`src/rtl/mdm_pkg.sv`:
```
package mdm_pkg;

    localparam int REG_W  = 8;
    localparam int CTL_W  = 5;
    localparam int LINE_W = 4;

    typedef enum logic {
        SEL_CTL  = 1'b0,
        SEL_STAT = 1'b1
    } reg_sel_e;

    // Packed order equals the status nibble order (bit 3 .. bit 0).
    typedef struct packed {
        logic dcd;
        logic ri;
        logic dsr;
        logic cts;
    } line_t;

    // Packed order equals the control byte bit positions (bit 4 .. bit 0).
    typedef struct packed {
        logic loop;
        logic out2;
        logic out1;
        logic rts;
        logic dtr;
    } ctl_t;

    localparam line_t LINE_RST = '{dcd: 1'b1, ri: 1'b0, dsr: 1'b1, cts: 1'b1};
    localparam ctl_t  CTL_RST  = '{loop: 1'b0, out2: 1'b1, out1: 1'b0, rts: 1'b0, dtr: 1'b0};

    // Change record for one sampling step; the ring slot marks falling edges only.
    function automatic line_t change_of(line_t prev, line_t cur);
        line_t d;
        d.dcd = prev.dcd ^ cur.dcd;
        d.ri  = prev.ri & ~cur.ri;
        d.dsr = prev.dsr ^ cur.dsr;
        d.cts = prev.cts ^ cur.cts;
        return d;
    endfunction

    // Control outputs as seen by the status byte in loopback.
    function automatic line_t loop_view(ctl_t c);
        line_t v;
        v.dcd = c.out2;
        v.ri  = c.out1;
        v.dsr = c.dtr;
        v.cts = c.rts;
        return v;
    endfunction

endpackage

```
`src/rtl/mdm_sync.sv`:
```
module mdm_sync #(
    parameter int          W       = 4,
    parameter int          STAGES  = 2,
    parameter logic [W-1:0] RST_VAL = '0
) (
    input  logic         clk,
    input  logic         rst,
    input  logic [W-1:0] d,
    output logic [W-1:0] q
);
    localparam int N = (STAGES < 1) ? 1 : STAGES;

    logic [W-1:0] stg [N];

    genvar g;
    generate
        for (g = 0; g < N; g++) begin : g_stage
            if (g == 0) begin : g_first
                always_ff @(posedge clk) begin
                    if (rst) stg[0] <= RST_VAL;
                    else     stg[0] <= d;
                end
            end else begin : g_next
                always_ff @(posedge clk) begin
                    if (rst) stg[g] <= RST_VAL;
                    else     stg[g] <= stg[g-1];
                end
            end
        end
    endgenerate

    assign q = stg[N-1];
endmodule

```
`src/rtl/mdm_ctrl.sv`:
```
module mdm_ctrl
    import mdm_pkg::*;
(
    input  logic             clk,
    input  logic             rst,
    input  logic             wr,
    input  logic [CTL_W-1:0] wval,
    output ctl_t             ctl_q,
    output logic             rts_pin,
    output logic             dtr_pin
);
    ctl_t wctl;
    assign wctl = ctl_t'(wval);

    always_ff @(posedge clk) begin
        if (rst) begin
            ctl_q   <= CTL_RST;
            rts_pin <= 1'b0;
            dtr_pin <= 1'b0;
        end else if (wr) begin
            ctl_q <= wctl;
            if (!wctl.loop) begin
                rts_pin <= wctl.rts;
                dtr_pin <= wctl.dtr;
            end
        end
    end
endmodule

```
`src/rtl/mdm_stat.sv`:
```
module mdm_stat
    import mdm_pkg::*;
(
    input  logic  clk,
    input  logic  rst,
    input  line_t sync_lvl,
    input  logic  clr,
    output line_t lvl_q,
    output line_t delta_q
);
    line_t kept;
    line_t delta_d;

    always_comb begin
        kept    = clr ? line_t'('0) : delta_q;
        delta_d = kept | change_of(lvl_q, sync_lvl);
    end

    always_ff @(posedge clk) begin
        if (rst) begin
            lvl_q   <= LINE_RST;
            delta_q <= '0;
        end else begin
            lvl_q   <= sync_lvl;
            delta_q <= delta_d;
        end
    end
endmodule

```
`src/rtl/mdm_ctl_stat.sv`:
```
module mdm_ctl_stat
    import mdm_pkg::*;
#(
    parameter int SYNC_STAGES = 2
) (
    input  logic             clk,
    input  logic             rst,
    input  logic             reg_wr,
    input  logic             reg_rd,
    input  logic             reg_sel,
    input  logic [REG_W-1:0] wdata,
    output logic [REG_W-1:0] rdata,
    input  logic             cts_in,
    input  logic             dsr_in,
    input  logic             ri_in,
    input  logic             dcd_in,
    output logic             rts_out,
    output logic             dtr_out,
    output logic             out1_out,
    output logic             out2_out,
    output logic             status_chg
);
    localparam int PAD_W = REG_W - CTL_W;

    ctl_t  ctl_q;
    line_t pins, sync_lvl, lvl_q, delta_q;
    logic  ctl_wr, stat_clr;

    // Plain views for the bound checker.
    logic              loop_mode;
    logic [LINE_W-1:0] lvl_vec, sync_vec, delta_vec;

    assign pins     = '{dcd: dcd_in, ri: ri_in, dsr: dsr_in, cts: cts_in};
    assign ctl_wr   = reg_wr && (reg_sel_e'(reg_sel) == SEL_CTL);
    assign stat_clr = reg_rd && (reg_sel_e'(reg_sel) == SEL_STAT) && !ctl_q.loop;

    mdm_sync #(
        .W      (LINE_W),
        .STAGES (SYNC_STAGES),
        .RST_VAL(LINE_RST)
    ) i_sync (
        .clk(clk),
        .rst(rst),
        .d  (pins),
        .q  (sync_lvl)
    );

    mdm_ctrl i_ctrl (
        .clk    (clk),
        .rst    (rst),
        .wr     (ctl_wr),
        .wval   (wdata[CTL_W-1:0]),
        .ctl_q  (ctl_q),
        .rts_pin(rts_out),
        .dtr_pin(dtr_out)
    );

    mdm_stat i_stat (
        .clk     (clk),
        .rst     (rst),
        .sync_lvl(sync_lvl),
        .clr     (stat_clr),
        .lvl_q   (lvl_q),
        .delta_q (delta_q)
    );

    always_comb begin
        rdata = '0;
        if (reg_rd) begin
            if (reg_sel_e'(reg_sel) == SEL_CTL)
                rdata = {{PAD_W{1'b0}}, ctl_q};
            else if (ctl_q.loop)
                rdata = {loop_view(ctl_q), {LINE_W{1'b0}}};
            else
                rdata = {lvl_q, delta_q};
        end
    end

    assign out1_out   = ctl_q.out1;
    assign out2_out   = ctl_q.out2;
    assign status_chg = |delta_q;

    assign loop_mode = ctl_q.loop;
    assign lvl_vec   = lvl_q;
    assign sync_vec  = sync_lvl;
    assign delta_vec = delta_q;
endmodule

```
`config.mk`:
```
export PLATFORM = sky130hd
export DESIGN_NAME = mdm_ctl_stat
export DESIGN_NICKNAME = d
export VERILOG_FILES = /design/src/rtl/mdm_pkg.sv /design/src/rtl/mdm_sync.sv /design/src/rtl/mdm_ctrl.sv /design/src/rtl/mdm_stat.sv /design/src/rtl/mdm_ctl_stat.sv
export SDC_FILE = /design/constraint.sdc
export NUM_CORES = 1
export LEC_CHECK = 0
export ABC_CLOCK_PERIOD_IN_PS = 1000
export BUFFER_PORTS_ARGS = -buffer_cell sky130_fd_sc_hd__clkbuf_2
export CAP_MARGIN = 25
export CORE_MARGIN = 8
export CORE_UTILIZATION = 23
export DETAILED_ROUTE_END_ITERATION = 8
export MAX_ROUTING_LAYER = met4
export PLACE_DENSITY = 0.52
export RECOVER_POWER = 50
export SLEW_MARGIN = 20
export SYNTH_ARGS = -nofsm -noshare
export SYNTH_HDL_FRONTEND = slang
export SYNTH_SLANG_ARGS = --single-unit
```
`constraint.sdc`:
```
create_clock -name clk -period 1 [get_ports clk]
set_input_delay 0.1 -clock clk [delete_from_list [all_inputs] [get_ports clk]]
set_output_delay 0.1 -clock clk [all_outputs]
set_load 0.02 [all_outputs]
```
# --- After elaboration in Yosys (flattened, before gate mapping) ---
# Memory sizes are Yosys's and may differ from the RTL's.
# Index checks and enable logic that the tools add are counted.
totals:
  ff_bits: 15
  ram_bits: 8
  in_bits: 17
  elab_cells: 41
  mem_count: 1
op_classes:
  mux: 9
  bitwise: 10
  n_reduce_logical: 6
mem_list:
  columns: ["name", "words", "word_bits", "rd", "rd_clocked_by_memory_dff", "write_ports", "line", "source"]
  rows:
  - ["i_sync.stg", 2, 4, 2, 0, 2, "mdm_sync.sv:13", "logic [W-1:0] stg [N];"]
ops:
  columns: ["cell", "n"]
  rows:
  - ["$mux 8", 3]
  - ["$mux 4", 3]
  - ["$or 4x4->4", 1]
  - ["$reduce_or 4->1", 1]
  - ["$logic_and 1x1->1", 3]
  - ["$mux 1", 3]
  - ["$not 1->1", 3]
  - ["$xor 1x1->1", 3]
  - ["$or 1x1->1", 2]
  - ["$reduce_and 2->1", 1]
  - ["$and 1x1->1", 1]
  - ["$logic_not 1->1", 1]

# --- Longest topological paths before layout ---
# Gate-level depths: netlist of the first run.
depth:
  word_depth: 4
  ltp_mapped: 4
  mapped_depth_nobuf: 3

# --- Modules after synthesis ---
# A second synthesis of the first run with hierarchy kept.
hier_totals:
  cells_unflattened: 91
  area_unflattened_um2: 923.4
by_module_without_submodules:
  columns: ["mod", "n_inst", "cells_each", "area_each_um2", "seq_area_each_um2"]
  rows:
  - ["mdm_ctrl", 1, 26, 287.8, 140.1]
  - ["mdm_stat", 1, 24, 262.8, 160.2]
  - ["mdm_sync", 1, 16, 210.2, 160.2]
  - ["mdm_ctl_stat", 1, 25, 162.7, 0.0]

# --- Worst setup path after synthesis of the first run ---
# Ideal clock, no wire load.
synth_path:
  path_type: "register to output"
  start: "register i_ctrl.ctl_q[4] (netlist name)"
  end: "output rdata[4]"
  t_arrival_ps: 1083
  slack_ps: -183
  stages_incl_launch_ff: 3
  path_cell_list: "dfxtp_1 -> buf_2 -> a311oi_1"
synth_via:
  elab_chain_len: 3
synth_lines:
  columns: ["element", "line", "source"]
  rows:
  - ["$mux 8", "mdm_ctl_stat.sv:72", "else if (ctl_q.loop)"]
  - ["$mux 8 (*)", "mdm_ctl_stat.sv:70", "if (reg_sel_e'(reg_sel) == SEL_CTL)"]
  - ["$mux 8 (*)", "mdm_ctl_stat.sv:69", "if (reg_rd) begin"]
  - ["end: declaration", "mdm_ctl_stat.sv:12", "output logic [REG_W-1:0] rdata,"]
# Mark *: on every way between the ends. The rest lies on a longest branch, timed or not.

# --- Worst setup path after layout of the first run ---
layout_path:
  start: "register i_stat.delta_q[1] (netlist name)"
  end: "output status_chg"
layout_via:
  elab_chain_len: 1
layout_lines:
  columns: ["element", "line", "source"]
  rows:
  - ["$reduce_or 4->1", "mdm_ctl_stat.sv:81", "assign status_chg = |delta_q;"]
  - ["end: declaration", "mdm_ctl_stat.sv:21", "output logic status_chg"]
# Every way passes these cells.

==> impl_metrics.csv, run 1 <==
group,metric,value,unit
final_layout,seq_area,467,um2
final_layout,final_cell_mix,"dfxtp_1, clkbuf_2, nor2_1, buf_4",
sta,finalWorstSetupSlack,-0.375,ns
sta,post-route-min-period,1.38,ns
final_layout,fillerInstances,429,
clocking,cts_inserted_buffers,3,
sta,post-route-period-util,1.38,
setup_path,endpoint_kind,"primary output",
setup_path,criticalPathCategory,"reg2out",
min_path,worstHoldStart,"ri_in",
sta,fmax,727,MHz
outcome,violations,"negative setup slack",
clocking,clk_latency,0.26,ns
placed_design,place.gp.congestion,0.763,
sta,setup_viol,9,
global_routing,grt_pass1_wl,3490,um
detailed_routing,vias,720,
sta,tightest_slew,0.421,ns
setup_path,worst-path-max-fanout,2,
sta,rsz0062_at_grt,"true",
detailed_routing,wl,2100,um
floorplanning,die_y,79.1,um
setup_path,required,0.90,ns
sta,slew_viol_final,0,
global_routing,grt-ovfl-total,0,
power,switching_share,0.249,
floorplanning,core_area,3910,um2
setup_path,worstPathArrival,1.28,ns
detailed_routing,avgViaCountPerCell,4.02,
setup_path,reg2reg_from,"i_ctrl.ctl_q[4]",
yosys,yosysUniqueCellTypes,23,
power,p_leak,0.542,nW
clocking,clk_pin_slew,0.08,ns
sta,relSlewSlack,0.719,
final_layout,area_delta_synth_final,41.9,%
setup_path,reg2reg_to,"i_stat.delta_q[2]",
floorplanning,die_area,6250,um2
yosys,synth_seq_cells,23,
yosys,syn_area,915,um2
clocking,cts.sinks,23,
clocking,postCtsSetupBuffers,0,
global_routing,grt_max_degree,15,
clocking,htreeDepth,1,
detailed_routing,detail-route-antenna-nets,0,
power,peakVddDrop,0.00114,V
placed_design,placed_area,1180,um2
floorplanning,start_util,0.234,
placed_design,port_buffers,26,
setup_path,r2r_slack,0.01,ns
setup_path,reg2reg_depth,2,
floorplanning,die_w,79.1,um
clocking,cts.path.max_buffers,2,
final_layout,drive_above_1_share,0.473,
global_routing,antenna_found_initial,0,
yosys,yosysSeqAreaShare,0.503,
clocking,cts_tree,"done",
floorplanning,rows,23,
global_routing,grt_pass1_vias,726,
power,powerDensity,1450,nW/um2
min_path,hold_path_depth,2,
power,p_clk_frac,0.305,
global_routing,gr-usage-all-layers,0.0725,
sta,setup_tns,-2.17,ns
detailed_routing,drt-pass1-iter-count,3,
detailed_routing,drc,0,
detailed_routing,wl_per_cell,11.7,um
job,maxCapViolCount,0,
placed_design,dp_hpwl,1670,um
clocking,cts_root_buf,"clkbuf_8",
power,p_int,1.41,mW
min_path,hold_class,"in2reg",
yosys,syn-num-nets,107,
floorplanning,num_io_pins,30,
power,p_sw,0.468,mW
sta,skew,0.00110,ns
detailed_routing,drt_iter0_drc,26,
outcome,status,"complete, but fails checks",
final_layout,stdcell_area,1300,um2
final_layout,layout_commonest_cell,"dfxtp_1",
yosys,syn_avg_cell_area,10.2,um2
final_layout,final_nets,147,
min_path,hold_end,"i_sync.stg[0][2]",
sta,hold_violations,0,
yosys,yosys_warnings,0,
power,p_total,1.88,mW
final_layout,finish.utilization,0.332,
power,p_comb_frac,0.169,
power,power_frac_seq,0.526,
final_layout,antenna_cells,0,
setup_path,critPathLaunchType,"flop",
final_layout,multi_input_area,444,um2
placed_design,dp_worst_setup_slack,-0.137,ns
yosys,syn_inst,90,
stage by stage:
step | hold WS (ns) | instances
final | 0.0517 | 179
after global routing | 0.0480 | 179
after CTS | 0.00604 | 176
after detailed placement | 0.284 | 172
after global placement | 0.283 | 172
after floorplan | 0.172 | 90
cells by family after synthesis:
| logic type | after synthesis | share of synthesized area |
|---|---|---|
| compound gates | 12 | 0.0958 |
| simple gates | 36 | 0.231 |
| xor+xnor | 3 | 0.0287 |
| flops | 23 | 0.503 |
| buf+inv | 7 | 0.0424 |
| mux | 9 | 0.0985 |
worst max path at each step:
stage / start / endpoint / slack, ns
final: i_stat.delta_q[1] / status_chg / -0.38
after global routing: i_stat.delta_q[1] / status_chg / -0.41
after CTS: i_stat.delta_q[2] / status_chg / -0.39
after detailed placement: i_ctrl.ctl_q[4] / rdata[4] / -0.14
after global placement: i_ctrl.ctl_q[4] / rdata[4] / -0.13
after floorplan: i_ctrl.ctl_q[4] / rdata[4] / -0.01
critical path, stage by stage (launching register included):
cell	delay (ns)
dfxtp_2	0.32
or4_4	0.54
buf_8	0.15
layer usage:
layer	vias up	global-route usage	share of wire
li1	382	-	-
met1	321	0.0822	0.45
met2	15	0.112	0.49
met3	2	0.0361	0.055
met4	0	0.0167	0.0052
met5	-	-	0
what timing repair did:
item,4_1_cts,5_1_grt
gates resized for setup,11,10
hold endpoints to repair,0,3
setup endpoints to repair,13,10
hold buffers,0,3
pin swaps,1,1
layout make-up:
type                            instances  area share
Tap cell                               50      0.0482
Clock buffer                            3      0.0318
Inverter                                2     0.00579
Sequential cell                        23       0.360
Timing Repair Buffer                   40       0.206
Multi-Input combinational cell         60       0.342
Clock inverter                          1     0.00579
power by group through the flow:
stage / combinational, mW / sequential [mW] / clock [mW]
after CTS: 0.307 / 0.987 / 0.604
after global routing: 0.347 / 0.995 / 0.644
after floorplan: 0.170 / 1.01 / 0
final: 0.317 / 0.986 / 0.573
after global placement: 0.284 / 1.01 / 0
after detailed placement: 0.286 / 1.01 / 0
cells in the mapped netlist:
library cell	n	area, um2
buf_6	1	11.3
or2_2	9	56.3
nor2b_1	6	37.5
dfxtp_1	23	460
nor3b_4	1	18.8
nand3b_1	2	15.0
mux2i_1	9	90.1
clkbuf_1	2	7.51
buf_2	1	5.00
a22o_1	1	8.76
a211o_1	1	8.76
nor2_1	12	45.0
nand2_1	1	3.75
a21oi_1	5	25.0
buf_4	1	7.51
nand2b_1	2	12.5
or4_1	1	7.51
o2bb2ai_1	3	26.3
and2b_1	2	15.0
a311oi_1	1	8.76
o21ba_1	1	10.0
xnor2_1	3	26.3
inv_1	2	7.51
flip-flops by register name, summed over array words and instances (netlist names):
signal and count:
i_sync.stg 8, i_ctrl.ctl_q 5, i_stat.delta_q 4, i_stat.lvl_q 4, i_ctrl.dtr_pin 1, i_ctrl.rts_pin 1
Power figures use the tool's default switching activity.
==> inputs of run 2 (changes only) <==
CORE_MARGIN = 2   (was 8)
SETUP_SLACK_MARGIN = 0.15   (was default)
==> impl_metrics.csv, run 2 (synthesized netlist as in run 1, its figures left out) <==
group,metric,value,unit
floorplanning,start_util,0.244,
outcome,violations,"negative setup slack",
detailed_routing,wl,2050,um
detailed_routing,detail-route-antenna-nets,0,
setup_path,crit_buf_inv,1,
detailed_routing,drc,0,
global_routing,gr-usage-all-layers,0.101,
setup_path,worst-path-max-fanout,2,
detailed_routing,avgViaCountPerCell,4.08,
setup_path,max_stage_delay,0.53,ns
detailed_routing,wl_per_cell,11.4,um
final_layout,final_cell_mix,"dfxtp_1, clkbuf_2, buf_6, buf_4",
sta,post-route-min-period,1.36,ns
clocking,cts_tree,"done",
clocking,cts.path.max_buffers,2,
global_routing,grt_max_degree,16,
global_routing,grt_pass1_wl,3250,um
sta,setup_viol,14,
power,peakVddDrop,0.000581,V
placed_design,dp_hpwl,1540,um
placed_design,place.gp.congestion,0.704,
final_layout,fillerInstances,385,
sta,skew,0.00748,ns
final_layout,seq_area,475,um2
power,powerDensity,1310,nW/um2
final_layout,max_flop_register,"i_sync.stg",
final_layout,finish.utilization,0.395,
final_layout,drive_above_1_share,0.603,
floorplanning,core_area,3740,um2
power,p_leak,0.609,nW
sta,relSlewSlack,0.667,
sta,fmax,736,MHz
sta,rsz0062_at_grt,"true",
final_layout,antenna_cells,0,
sta,slew_viol_final,0,
setup_path,criticalPathCategory,"reg2out",
final_layout,multi_input_area,518,um2
floorplanning,rows,22,
sta,finalWorstSetupSlack,-0.358,ns
clocking,htreeDepth,1,
final_layout,area_delta_synth_final,61.8,%
detailed_routing,vias,731,
sta,tightest_slew,0.499,ns
clocking,cts_inserted_buffers,3,
setup_path,critPathLaunchType,"flop",
final_layout,reg.largest.list,"i_sync.stg: 8 flops, i_ctrl.ctl_q: 5 flops",
sta,holdWs,0.0122,ns
floorplanning,die_w,67.1,um
job,maxCapViolCount,0,
outcome,status,"complete, but fails checks",
global_routing,grt_pass1_vias,684,
global_routing,grt-ovfl-total,0,
power,p_total,1.94,mW
detailed_routing,drt_iter0_drc,28,
final_layout,final_nets,149,
sta,hold_violations,0,
setup_path,cpMaxStageDelayCell,"or4_4",
clocking,cts-hold-fix-buffers,0,
min_path,hold_class,"in2reg",
floorplanning,die_y,67.1,um
clocking,clk_pin_slew,0.08,ns
setup_path,endpoint_kind,"primary output",
floorplanning,die_area,4500,um2
setup_path,worstPathCellList,"or4_4 > buf_8",
sta,setup_tns,-2.55,ns
clocking,cts.sinks,23,
setup_path,worstPathArrival,1.26,ns
final_layout,largest_reg_flops,8,
global_routing,antenna_found_initial,0,
setup_path,crit_family,"simple AND/OR/NAND/NOR gates",
placed_design,port_buffers,26,
final_layout,layout_commonest_cell,"dfxtp_1",
clocking,clk_latency,0.26,ns
setup_path,required,0.90,ns
detailed_routing,drt-pass1-iter-count,4,
clocking,cts_root_buf,"clkbuf_8",
floorplanning,num_io_pins,30,
sta,post-route-period-util,1.36,
-- run 2: changes by cell type in the layout (fill, tap and decap cells not counted), moves of 3 or more --
cell and change:
buf_6 +11, buf_8 +6, dfxtp_1 -5, buf_2 -4, clkbuf_2 -4, dfxtp_2 +4, a21oi_4 +3, dlygate4sd3_1 -3
nor2_1 -3, nor2_2 +3
-- run 2: through the flow --
stage / cell area (um2) / cells / setup slack (ns)
finish: 1480 / 179 / -0.358
global route: 1480 / 179 / -0.396
CTS: 1350 / 175 / -0.382
detailed placement: 1230 / 171 / -0.159
global placement: 1230 / 171 / -0.130
floorplan: 990 / 90 / 0.0326
-- run 2: cell type report --
class | instances | share of cell area
Multi-Input combinational cell | 60 | 0.350
Sequential cell | 23 | 0.321
Timing Repair Buffer | 42 | 0.252
Tap cell | 48 | 0.0406
Clock buffer | 3 | 0.0279
Inverter | 2 | 0.00507
Clock inverter | 1 | 0.00338
-- run 2: timing repair --
action | in CTS | in global routing
setup buffers | 0 | 4
gates resized for setup | 21 | 40
pin swaps | 1 | 6
endpoints found under the setup margin | 18 | 19
-- run 2: path summary, 6_finish.rpt --
check                      end  slack (ns)  cells past startpoint               from
min           i_sync.stg[0][1]        0.01                      2             dsr_in
max                 status_chg       -0.36                      2  i_stat.delta_q[1]
max reg2reg  i_stat.delta_q[2]       -0.13                      4    i_ctrl.ctl_q[4]
min reg2reg   i_sync.stg[1][3]        0.42                      1   i_sync.stg[0][3]
-- run 2: layer usage --
layer / vias to the layer above / global-route usage / share of wire
met3: 2 / 0.0236 / 0.049
met4: 0 / 0.0383 / 0.0068
li1: 381 / - / -
met1: 337 / 0.126 / 0.43
met5: - / - / 0
met2: 11 / 0.157 / 0.52
-- run 2: report_power, final --
group	switching, mW	internal, mW
combinational	0.173	0.225
sequential	0.0296	0.959
clock	0.279	0.277
